--- src/rtl/smb_host_pkg.sv ---
// Shared constants for the SMBus host register unit: register offsets,
// status and control bit positions, protocol codes and received-data slots.
// Assumes an 8-bit register port.
package smb_host_pkg;
    localparam int DW = 8;

    localparam int OFS_STAT  = 0;
    localparam int OFS_CTRL  = 2;
    localparam int OFS_CMD   = 3;
    localparam int OFS_SADDR = 4;
    localparam int OFS_D0    = 5;
    localparam int OFS_D1    = 6;
    localparam int OFS_BLK   = 7;
    localparam int OFS_PEC   = 8;
    localparam int OFS_AUXS  = 12;
    localparam int OFS_AUXC  = 13;

    localparam int ST_BUSY  = 0;
    localparam int ST_INTR  = 1;
    localparam int ST_DEV   = 2;
    localparam int ST_BUS   = 3;
    localparam int ST_FAIL  = 4;
    localparam int ST_ALERT = 5;
    localparam int ST_INUSE = 6;
    localparam int ST_BYTE  = 7;

    localparam int CT_IEN   = 0;
    localparam int CT_KILL  = 1;
    localparam int CT_PLO   = 2;
    localparam int CT_PHI   = 4;
    localparam int CT_LAST  = 5;
    localparam int CT_START = 6;
    localparam int CT_PEC   = 7;

    localparam int PW = CT_PHI - CT_PLO + 1;
    localparam int AUXW = 2;

    localparam logic [DW-1:0] IRQ_MASK = 8'h9E;

    typedef enum logic [PW-1:0] {
        PR_QUICK = 3'd0,
        PR_BYTE  = 3'd1,
        PR_BDATA = 3'd2,
        PR_WDATA = 3'd3,
        PR_PCALL = 3'd4,
        PR_BLOCK = 3'd5,
        PR_I2CRD = 3'd6
    } proto_e;

    // Plain byte registers, indexed as slots of the register file.
    localparam int NPLAIN = 6;
    localparam int PLAIN_OFS [NPLAIN] = '{OFS_CMD, OFS_SADDR, OFS_D0, OFS_D1, OFS_BLK, OFS_PEC};
    localparam int SLOT_CMD = 0;
    localparam int SLOT_SADDR = 1;
    localparam int SLOT_D0 = 2;
    localparam int SLOT_D1 = 3;
    localparam int SLOT_BLK = 4;
    localparam int SLOT_PEC = 5;

    // Map of the engine's received-data select onto a register slot.
    function automatic int rx_slot(input logic [1:0] sel);
        case (sel)
            2'd0:    return SLOT_D0;
            2'd1:    return SLOT_D1;
            2'd2:    return SLOT_BLK;
            default: return -1;
        endcase
    endfunction
endpackage

--- src/rtl/smb_reg_file.sv ---
// Set-up registers of the SMBus host: command, slave address, two data bytes,
// block byte, checksum byte (one generated slot each) and the auxiliary mode bits.
// Software writes win over engine receive writes in the same cycle.
module smb_reg_file
    import smb_host_pkg::*;
#(
    parameter int AW = 4
) (
    input  logic          clk,
    input  logic          rst_n,
    input  logic          wr_en,
    input  logic [AW-1:0] wr_addr,
    input  logic [DW-1:0] wr_data,
    input  logic          rx_we,
    input  logic [1:0]    rx_sel,
    input  logic [DW-1:0] rx_data,
    output logic [DW-1:0] slot_q [NPLAIN],
    output logic [AUXW-1:0] auxc_q
);
    for (genvar g = 0; g < NPLAIN; g++) begin : g_slot
        logic sw_hit;
        logic rx_hit;
        assign sw_hit = wr_en && (wr_addr == AW'(PLAIN_OFS[g]));
        assign rx_hit = rx_we && (rx_slot(rx_sel) == g);

        // Holds one set-up byte, loaded by software or by the engine.
        always_ff @(posedge clk) begin
            if (!rst_n)      slot_q[g] <= '0;
            else if (sw_hit) slot_q[g] <= wr_data;
            else if (rx_hit) slot_q[g] <= rx_data;
        end
    end

    // Holds the auxiliary mode bits; upper bits of the write are dropped.
    always_ff @(posedge clk) begin
        if (!rst_n) auxc_q <= '0;
        else if (wr_en && wr_addr == AW'(OFS_AUXC)) auxc_q <= wr_data[AUXW-1:0];
    end
endmodule

--- src/rtl/smb_ctrl_seq.sv ---
// Control register and transaction sequencing: decodes start and kill,
// keeps busy, latches the protocol at start and qualifies engine completion.
// Assumes eng_done is a one-cycle pulse from the protocol engine.
module smb_ctrl_seq
    import smb_host_pkg::*;
(
    input  logic          clk,
    input  logic          rst_n,
    input  logic          ctl_wr,
    input  logic [DW-1:0] wr_data,
    input  logic          eng_done,
    output logic [DW-1:0] ctrl_q,
    output logic          busy,
    output logic          start_p,
    output logic          kill_p,
    output logic [PW-1:0] proto_q,
    output logic          kill_fire,
    output logic          done_acc
);
    logic start_fire;

    // Decodes the start and kill requests of this cycle.
    always_comb begin
        kill_fire  = ctl_wr && wr_data[CT_KILL] && busy;
        start_fire = ctl_wr && wr_data[CT_START] && !wr_data[CT_KILL] && !busy;
        done_acc   = busy && eng_done && !kill_fire;
    end

    // Stores the control byte; start is self-clearing and never kept.
    always_ff @(posedge clk) begin
        if (!rst_n) ctrl_q <= '0;
        else if (ctl_wr) begin
            ctrl_q <= wr_data;
            ctrl_q[CT_START] <= 1'b0;
        end
    end

    // Tracks busy from start until completion or abort.
    always_ff @(posedge clk) begin
        if (!rst_n)                       busy <= 1'b0;
        else if (kill_fire || done_acc)   busy <= 1'b0;
        else if (start_fire)              busy <= 1'b1;
    end

    // Issues one-cycle requests to the engine and latches the protocol.
    always_ff @(posedge clk) begin
        if (!rst_n) begin
            start_p <= 1'b0;
            kill_p  <= 1'b0;
            proto_q <= PR_QUICK;
        end else begin
            start_p <= start_fire;
            kill_p  <= kill_fire;
            if (start_fire) proto_q <= wr_data[CT_PHI:CT_PLO];
        end
    end
endmodule

--- src/rtl/smb_status.sv ---
// Status flags with write-one-to-clear, auxiliary checksum flag and the
// interrupt gate. A set and a clear of one flag in the same cycle leave it set.
module smb_status
    import smb_host_pkg::*;
(
    input  logic          clk,
    input  logic          rst_n,
    input  logic          stat_wr,
    input  logic          stat_rd,
    input  logic [DW-1:1] clr_bits,
    input  logic          auxs_clr,
    input  logic          busy,
    input  logic          done_acc,
    input  logic          kill_fire,
    input  logic          dev_err,
    input  logic          bus_err,
    input  logic          crc_err,
    input  logic          byte_done,
    input  logic          alert,
    input  logic          ien,
    output logic [DW-1:0] stat_val,
    output logic          auxs_q,
    output logic          irq
);
    logic [DW-1:1] flg_q;
    logic [DW-1:1] flg_set;
    logic [DW-1:1] flg_clr;

    // Collects the flag set requests of this cycle.
    always_comb begin
        flg_set = '0;
        flg_set[ST_INTR]  = done_acc && !dev_err && !bus_err;
        flg_set[ST_DEV]   = done_acc && dev_err;
        flg_set[ST_BUS]   = done_acc && bus_err;
        flg_set[ST_FAIL]  = kill_fire;
        flg_set[ST_ALERT] = alert;
        flg_set[ST_INUSE] = stat_rd;
        flg_set[ST_BYTE]  = byte_done && busy;
        flg_clr = stat_wr ? clr_bits : '0;
    end

    // Updates the status flags.
    always_ff @(posedge clk) begin
        if (!rst_n) flg_q <= '0;
        else        flg_q <= (flg_q & ~flg_clr) | flg_set;
    end

    // Updates the auxiliary checksum error flag.
    always_ff @(posedge clk) begin
        if (!rst_n)                 auxs_q <= 1'b0;
        else if (done_acc && crc_err) auxs_q <= 1'b1;
        else if (auxs_clr)          auxs_q <= 1'b0;
    end

    // Forms the visible status byte and the gated interrupt level.
    always_comb begin
        stat_val = {flg_q, busy};
        irq = ien && (|(stat_val & IRQ_MASK));
    end
endmodule

--- src/rtl/smb_host_regs.sv ---
// Top of the SMBus host register unit: byte register port, read mux and the
// wiring of register file, control sequencer and status block to the engine.
// Read data follow reg_addr combinationally; reg_rd only marks a consuming read.
module smb_host_regs
    import smb_host_pkg::*;
#(
    parameter int AW = 4
) (
    input  logic            clk,
    input  logic            rst_n,
    input  logic [AW-1:0]   reg_addr,
    input  logic [DW-1:0]   reg_wdata,
    input  logic            reg_wr,
    input  logic            reg_rd,
    output logic [DW-1:0]   reg_rdata,
    output logic            eng_start,
    output logic            eng_kill,
    output logic [PW-1:0]   eng_proto,
    output logic            eng_pec_en,
    output logic            eng_last,
    output logic [DW-1:0]   eng_addr,
    output logic [DW-1:0]   eng_cmd,
    output logic [DW-1:0]   eng_data0,
    output logic [DW-1:0]   eng_data1,
    output logic [DW-1:0]   eng_blk,
    output logic [DW-1:0]   eng_pec,
    output logic [AUXW-1:0] eng_aux,
    input  logic            eng_done,
    input  logic            eng_dev_err,
    input  logic            eng_bus_err,
    input  logic            eng_crc_err,
    input  logic            eng_byte_done,
    input  logic            eng_rx_we,
    input  logic [1:0]      eng_rx_sel,
    input  logic [DW-1:0]   eng_rx_data,
    input  logic            smb_alert,
    output logic            irq
);
    logic [DW-1:0]   slot_q [NPLAIN];
    logic [AUXW-1:0] auxc_q;
    logic [DW-1:0]   ctrl_q;
    logic [DW-1:0]   stat_val;
    logic            busy, kill_fire, done_acc, auxs_q, ien;
    logic            ctl_wr, stat_wr, auxs_wr, stat_rd;

    // Decodes the register strobes per offset.
    always_comb begin
        ctl_wr  = reg_wr && reg_addr == AW'(OFS_CTRL);
        stat_wr = reg_wr && reg_addr == AW'(OFS_STAT);
        auxs_wr = reg_wr && reg_addr == AW'(OFS_AUXS);
        stat_rd = reg_rd && reg_addr == AW'(OFS_STAT);
        ien     = ctrl_q[CT_IEN];
    end

    smb_reg_file #(.AW(AW)) u_regs (
        .clk(clk), .rst_n(rst_n), .wr_en(reg_wr), .wr_addr(reg_addr),
        .wr_data(reg_wdata), .rx_we(eng_rx_we), .rx_sel(eng_rx_sel),
        .rx_data(eng_rx_data), .slot_q(slot_q), .auxc_q(auxc_q)
    );

    smb_ctrl_seq u_ctrl (
        .clk(clk), .rst_n(rst_n), .ctl_wr(ctl_wr), .wr_data(reg_wdata),
        .eng_done(eng_done), .ctrl_q(ctrl_q), .busy(busy), .start_p(eng_start),
        .kill_p(eng_kill), .proto_q(eng_proto), .kill_fire(kill_fire),
        .done_acc(done_acc)
    );

    smb_status u_stat (
        .clk(clk), .rst_n(rst_n), .stat_wr(stat_wr), .stat_rd(stat_rd),
        .clr_bits(reg_wdata[DW-1:1]), .auxs_clr(auxs_wr && reg_wdata[0]),
        .busy(busy), .done_acc(done_acc), .kill_fire(kill_fire),
        .dev_err(eng_dev_err), .bus_err(eng_bus_err), .crc_err(eng_crc_err),
        .byte_done(eng_byte_done), .alert(smb_alert), .ien(ien),
        .stat_val(stat_val), .auxs_q(auxs_q), .irq(irq)
    );

    // Drives the set-up fields to the engine.
    always_comb begin
        eng_pec_en = ctrl_q[CT_PEC];
        eng_last   = ctrl_q[CT_LAST];
        eng_cmd    = slot_q[SLOT_CMD];
        eng_addr   = slot_q[SLOT_SADDR];
        eng_data0  = slot_q[SLOT_D0];
        eng_data1  = slot_q[SLOT_D1];
        eng_blk    = slot_q[SLOT_BLK];
        eng_pec    = slot_q[SLOT_PEC];
        eng_aux    = auxc_q;
    end

    // Selects the read data for the addressed register.
    always_comb begin
        case (reg_addr)
            AW'(OFS_STAT):  reg_rdata = stat_val;
            AW'(OFS_CTRL):  reg_rdata = ctrl_q;
            AW'(OFS_CMD):   reg_rdata = slot_q[SLOT_CMD];
            AW'(OFS_SADDR): reg_rdata = slot_q[SLOT_SADDR];
            AW'(OFS_D0):    reg_rdata = slot_q[SLOT_D0];
            AW'(OFS_D1):    reg_rdata = slot_q[SLOT_D1];
            AW'(OFS_BLK):   reg_rdata = slot_q[SLOT_BLK];
            AW'(OFS_PEC):   reg_rdata = slot_q[SLOT_PEC];
            AW'(OFS_AUXS):  reg_rdata = {{(DW-1){1'b0}}, auxs_q};
            AW'(OFS_AUXC):  reg_rdata = {{(DW-AUXW){1'b0}}, auxc_q};
            default:        reg_rdata = '0;
        endcase
    end
endmodule

--- config.mk ---
export PLATFORM = sky130hd
export DESIGN_NAME = smb_host_regs
export DESIGN_NICKNAME = d
export VERILOG_FILES = /design/src/rtl/smb_host_pkg.sv /design/src/rtl/smb_reg_file.sv /design/src/rtl/smb_ctrl_seq.sv /design/src/rtl/smb_status.sv /design/src/rtl/smb_host_regs.sv
export SDC_FILE = /design/constraint.sdc
export NUM_CORES = 1
export LEC_CHECK = 0
export ABC_AREA = 1
export ABC_CLOCK_PERIOD_IN_PS = 1200
export BUFFER_PORTS_ARGS = -buffer_cell sky130_fd_sc_hd__buf_2
export CAP_MARGIN = 20
export CELL_PAD_IN_SITES_DETAIL_PLACEMENT = 2
export CELL_PAD_IN_SITES_GLOBAL_PLACEMENT = 2
export CORE_MARGIN = 5
export CORE_UTILIZATION = 25
export CTS_CLUSTER_DIAMETER = 30
export CTS_CLUSTER_SIZE = 10
export DETAILED_ROUTE_END_ITERATION = 7
export MAX_ROUTING_LAYER = met4
export PLACE_DENSITY_LB_ADDON = 0.1
export REMOVE_ABC_BUFFERS = 1
export SLEW_MARGIN = 20
export SYNTH_ARGS = -nofsm -noshare
export SYNTH_HDL_FRONTEND = slang
export SYNTH_SLANG_ARGS = --single-unit
--- constraint.sdc ---
create_clock -name clk -period 1.2 [get_ports clk]
set_clock_uncertainty 0.05 [all_clocks]
set_input_delay 0.24 -clock clk [delete_from_list [all_inputs] [get_ports clk]]
set_output_delay 0.24 -clock clk [all_outputs]
set_load 0.005 [all_outputs]
Word level (Yosys, flattened, before mapping)
Index checks and enable logic that the tools add are counted.
Widths: inputs -> output; s select.
Operators by class
  div/mod/pow operators: 0
  eq/ne operators: 16
  bitwise logic cells: 4
  order comparisons: 0
  $add $sub $neg: 0
  multipliers: 0
  mux-type cells: 17
  shifts and indexed selects: 0
  reductions and logical operators: 50
Operator list (number)
  $mux 8: 12
  $pmux 32 s3: 1
  $pmux 8 s10: 1
  $eq 32x3->1 const B: 2
  $eq 32x4->1 const B: 2
  $eq 32x2->1 const B: 1
  $logic_and 1x1->1: 32
  $logic_not 32->1: 1
  $eq 4x3->1 const B: 4
  $reduce_bool 2->1: 7
  $eq 4x4->1 const B: 3
  $eq 4x2->1 const B: 2
  $and 7x7->7: 1
  $mux 7: 1
  $not 7->7: 1
  $or 7x7->7: 1
  $logic_not 1->1: 5
  $reduce_or 5->1: 1
  $logic_not 4->1: 1
  $eq 2x1->1 const B: 1
  $eq 2x2->1 const B: 1
  $logic_not 2->1: 1
  $mux 1: 2
  $reduce_or 2->1: 1
  2 further kinds: 2
Word-level totals
  logic and storage cells: 101
  memories kept: 0
  bits in writable memories: 0
  bits in latches: 0
  register bits after elaboration: 71
  bits in read-only memories: 0

Logic depth before layout (Yosys ltp)
  depth in word-level cells: 9
  gate-level depth with buffers: 8
  mapped depth without buffers: 7

Cells and area by module
Synthesis repeated with hierarchy kept, for this count alone.
Second synthesis, totals
  cells, all modules: 606
  area, all modules: 3923.8 um^2
Modules (own cells, without submodules)
  smb_reg_file: seq. area each 1001.0 um^2, area an instance 2357.3 um^2, times used 1, cells each 325
  smb_host_regs: seq. area each 0.0 um^2, area an instance 747.0 um^2, times used 1, cells each 170
  smb_ctrl_seq: seq. area each 260.2 um^2, area an instance 496.7 um^2, times used 1, cells each 64
  smb_status: seq. area each 160.2 um^2, area an instance 322.8 um^2, times used 1, cells each 47

Least setup slack after synthesis
No wires, ideal clock.
  kind: input -> output
  start: input port reg_addr[0]
  end: output port reg_rdata[3]
  data arrival time: 981 ps
  buffers on the path: 1
  slack: -71 ps
  data required time: 910 ps
  stages on the path: 6
  cells stage by stage: nor2_1 > buf_2 > nand2_1 > o21ai_0 > nor2_1 > nand2_1
On the way
  cells in the longest elaborated chain, start to end: 2
Ends and longest elaborated chain
  start, declared: line smb_host_regs.sv:11  | input logic [AW-1:0] reg_addr,
  $eq 4x4->1 (tied with other cells): line smb_host_regs.sv:92  | case (reg_addr)
  $pmux 8 s10 (*): line smb_host_regs.sv:92
  end, declared: line smb_host_regs.sv:15  | output logic [DW-1:0] reg_rdata,
Mark *: on every way between the ends. The rest lies on a longest branch, timed or not.

Worst setup path in the final report
  start: input port reg_addr[3]
  end: output port reg_rdata[6]
Same word-level chain as after synthesis.

==> impl_metrics.py <==
metrics = {
    "critical_path": {
        "worst-endpoint-arrival_ns": 1.28,
        "crit_path_start": "reg_addr[3]",
        "critPathKind": "in2out",
        "startpoint_type": "primary input",
        "endpoint_kind": "primary output",
        "required_ns": 0.91,
        "r2r_start": "u_ctrl.busy",
        "cp_max_fo": 6,
    },
    "global_route": {
        "gr-total-overflow": 0,
        "grt_max_degree": 23,
        "antenna_found_initial": 0,
        "grt_first_pass_wirelength_microns": 27060,
        "grt_pass1_vias": 4799,
        "groute.usage.overall": 0.2174,
    },
    "detailed_routing": {
        "drt_pass1_iterations": 5,
        "drc": 0,
        "wl_met2_microns": 10130,
        "drt-met1-wl_microns": 8233,
        "viasPerCell": 4.906,
        "top_layer": "met4",
        "finalWirelength_microns": 19210,
        "drt_iter0_drc": 242,
        "wl_per_cell_microns": 21.01,
        "num_vias": 4484,
        "ant_nets": 0,
        "met3_length_microns": 505,
    },
    "floorplan": {
        "die_y_microns": 130.2,
        "core.rowCount": 44,
        "core_region_area_sq_mm": 0.01437,
        "initial_core_util": 0.2515,
        "ios": 99,
        "die_x_microns": 130.2,
        "dieArea_sq_mm": 0.01696,
    },
    "sta": {
        "setup_ws_ns": -0.3661,
        "slew_headroom": 0.7407,
        "fin_crit_ns": 1.566,
        "finalCritPeriodShare": 1.305,
        "max_freq_mhz": 638.5,
        "tightest_slew_ns": 0.3889,
        "drv_slew": 0,
        "rsz0062_at_grt": "yes",
        "final_hold_viol_count": 0,
        "hold-worst-slack_ns": 0.08940,
        "setup-violations-final": 13,
    },
    "synthesis": {
        "ys.flop_type": "dfxtp_1",
        "ys_warn_count": 0,
        "synth_commonest_cells": "nand2_1, nor2_1, dfxtp_1",
        "async_flop_share": 0,
        "ys_seq_area_frac": 0.3934,
        "synth.largest_area_cell": "dfxtp_1",
        "syn_inst": 561,
        "synth.most_common_cell": "nand2_1",
        "netlist.area_leader.share": 0.3934,
        "synth_cell_types": 25,
        "synth-seq-cells": 71,
        "avgSynthCellArea_sq_um": 6.441,
        "netlist_area_sq_mm": 0.003613,
        "synth_edf_count": 0,
        "synth_area_leaders": "dfxtp_1, nand2_1, nor2_1",
    },
    "final_layout": {
        "layout-drive-gt1-share": 0.4603,
        "syn_to_final_growth_pct": 64.96,
        "multi_input_area_sq_mm": 0.002384,
        "final_nets": 758,
        "fillers": 1673,
        "design_area_sq_mm": 0.005961,
        "diodes": 0,
        "seq_area_sq_mm": 0.001463,
    },
    "clock_network": {
        "numCtsBuffers": 9,
        "cts_tree": "yes",
        "cts.sinks": 71,
        "cts.reportedPaths.clkPinSlew_ns": 0.06,
        "clockBufferDepth": 2,
        "cts_root_buffer": "clkbuf_16",
        "insertion_delay_ns": 0.34,
        "postCtsHoldBufs": 0,
        "htreeDepth": 3,
    },
    "job": {
        "maxCapViolCount": 0,
    },
    "placed_design": {
        "gp_congestion": 0.8629,
        "dpl_cell_area_sq_mm": 0.004745,
        "numPortBuffers": 98,
        "hpwl_microns": 12590,
        "place_ws_ns": -0.4570,
    },
    "power": {
        "p_per_area_mw_per_mm2": 1054,
        "power_leakage_uw": 0.002806,
        "vdd_drop_max_v": 0.0006089,
    },
    "status": {
        "status": "complete, but fails checks",
        "violations": "negative setup slack",
    },
    "min_path": {
        "hold_start": "eng_byte_done",
        "min_path_type": "in2reg",
    },
}
## layout make-up
| cell class | count | area share |
|---|---|---|
| Tap cell | 184 | 0.03862 |
| Multi-Input combinational cell | 432 | 0.3999 |
| Inverter | 36 | 0.02771 |
| Clock inverter | 2 | 0.006297 |
| Clock buffer | 14 | 0.04597 |
| Sequential cell | 71 | 0.2454 |
| Timing Repair Buffer | 175 | 0.2361 |
## cell usage in the layout, fill, tap and decap left out, drive strengths merged
cell type and count:
nand2 186, buf 174, nor2 97, dfxtp 71, a21oi 47, o21ai 47, nand3 44, inv 35
clkbuf 15, nand4 6, nor3b 2, nand3b 2, clkinv 1, nor4 1, bufinv 1, clkinvlp 1
## sequential cells by signal, indices dropped and copies added, names as in the netlist
signal / flops
u_regs.slot_q: 48
u_ctrl.ctrl_q: 7
u_regs.auxc_q: 2
u_stat.flg_q: 7
u_ctrl.start_p: 1
u_stat.auxs_q: 1
u_ctrl.busy: 1
u_ctrl.kill_p: 1
u_ctrl.proto_q: 3
## power by group
group	leakage [uW]	internal, uW	switching [uW]
Clock	0.000149	1780	1080
Combinational	0.00207	385	554
Sequential	0.000590	2420	59.6
Total	0.00281	4590	1690
## metrics by stage
stage	power [uW]	std cells	setup TNS, ns	util
2_1_floorplan	2777	538	-3.791	-
3_3_place_gp	3228	874	-19.66	0.3302
3_5_place_dp	3256	874	-24.12	0.3302
4_1_cts	6219	903	-2.745	0.3885
5_1_grt	6514	914	-3.831	0.4148
6_report	6281	914	-3.021	0.4148
## worst max-delay path, cell delays in order
cell and delay, ns:
buf_12 0.11, nor2_4 0.19, nand2_2 0.09, inv_2 0.14, nand2_1 0.11, nor3b_2 0.16, nand2_1 0.10, buf_2 0.13
## timing repair
action                     4_1_cts  5_1_grt
setup endpoints to repair       23       58
gates cloned                     2        2
gates resized for setup        128       93
buffers inserted                15       15
pin swaps                       34       41
## cells by family (layout without fill, tap and decap cells)
group,after synthesis,count (layout),share of synthesized area
AND/OR/NAND/NOR,337,338,0.4058
AO/OA/AOI/OAI,94,94,0.1302
flip-flops,71,71,0.3934
buffers and inverters,59,227,0.07064
## per-layer routing
layer,track usage,vias to the layer above
met3,0.02824,21
met2,0.3748,76
met4,0.06540,0
met5,-,-
li1,-,2142
met1,0.2645,2245
## final timing paths
path / to / slack [ns] / cells after the start
max: reg_rdata[6] / -0.37 / 8
min: u_stat.flg_q[7] / 0.09 / 3
max reg2reg: u_ctrl.proto_q[1] / 0 / 7
min reg2reg: u_ctrl.proto_q[2] / 0.42 / 2
No activity file was read; power rests on OpenSTA's default activity.
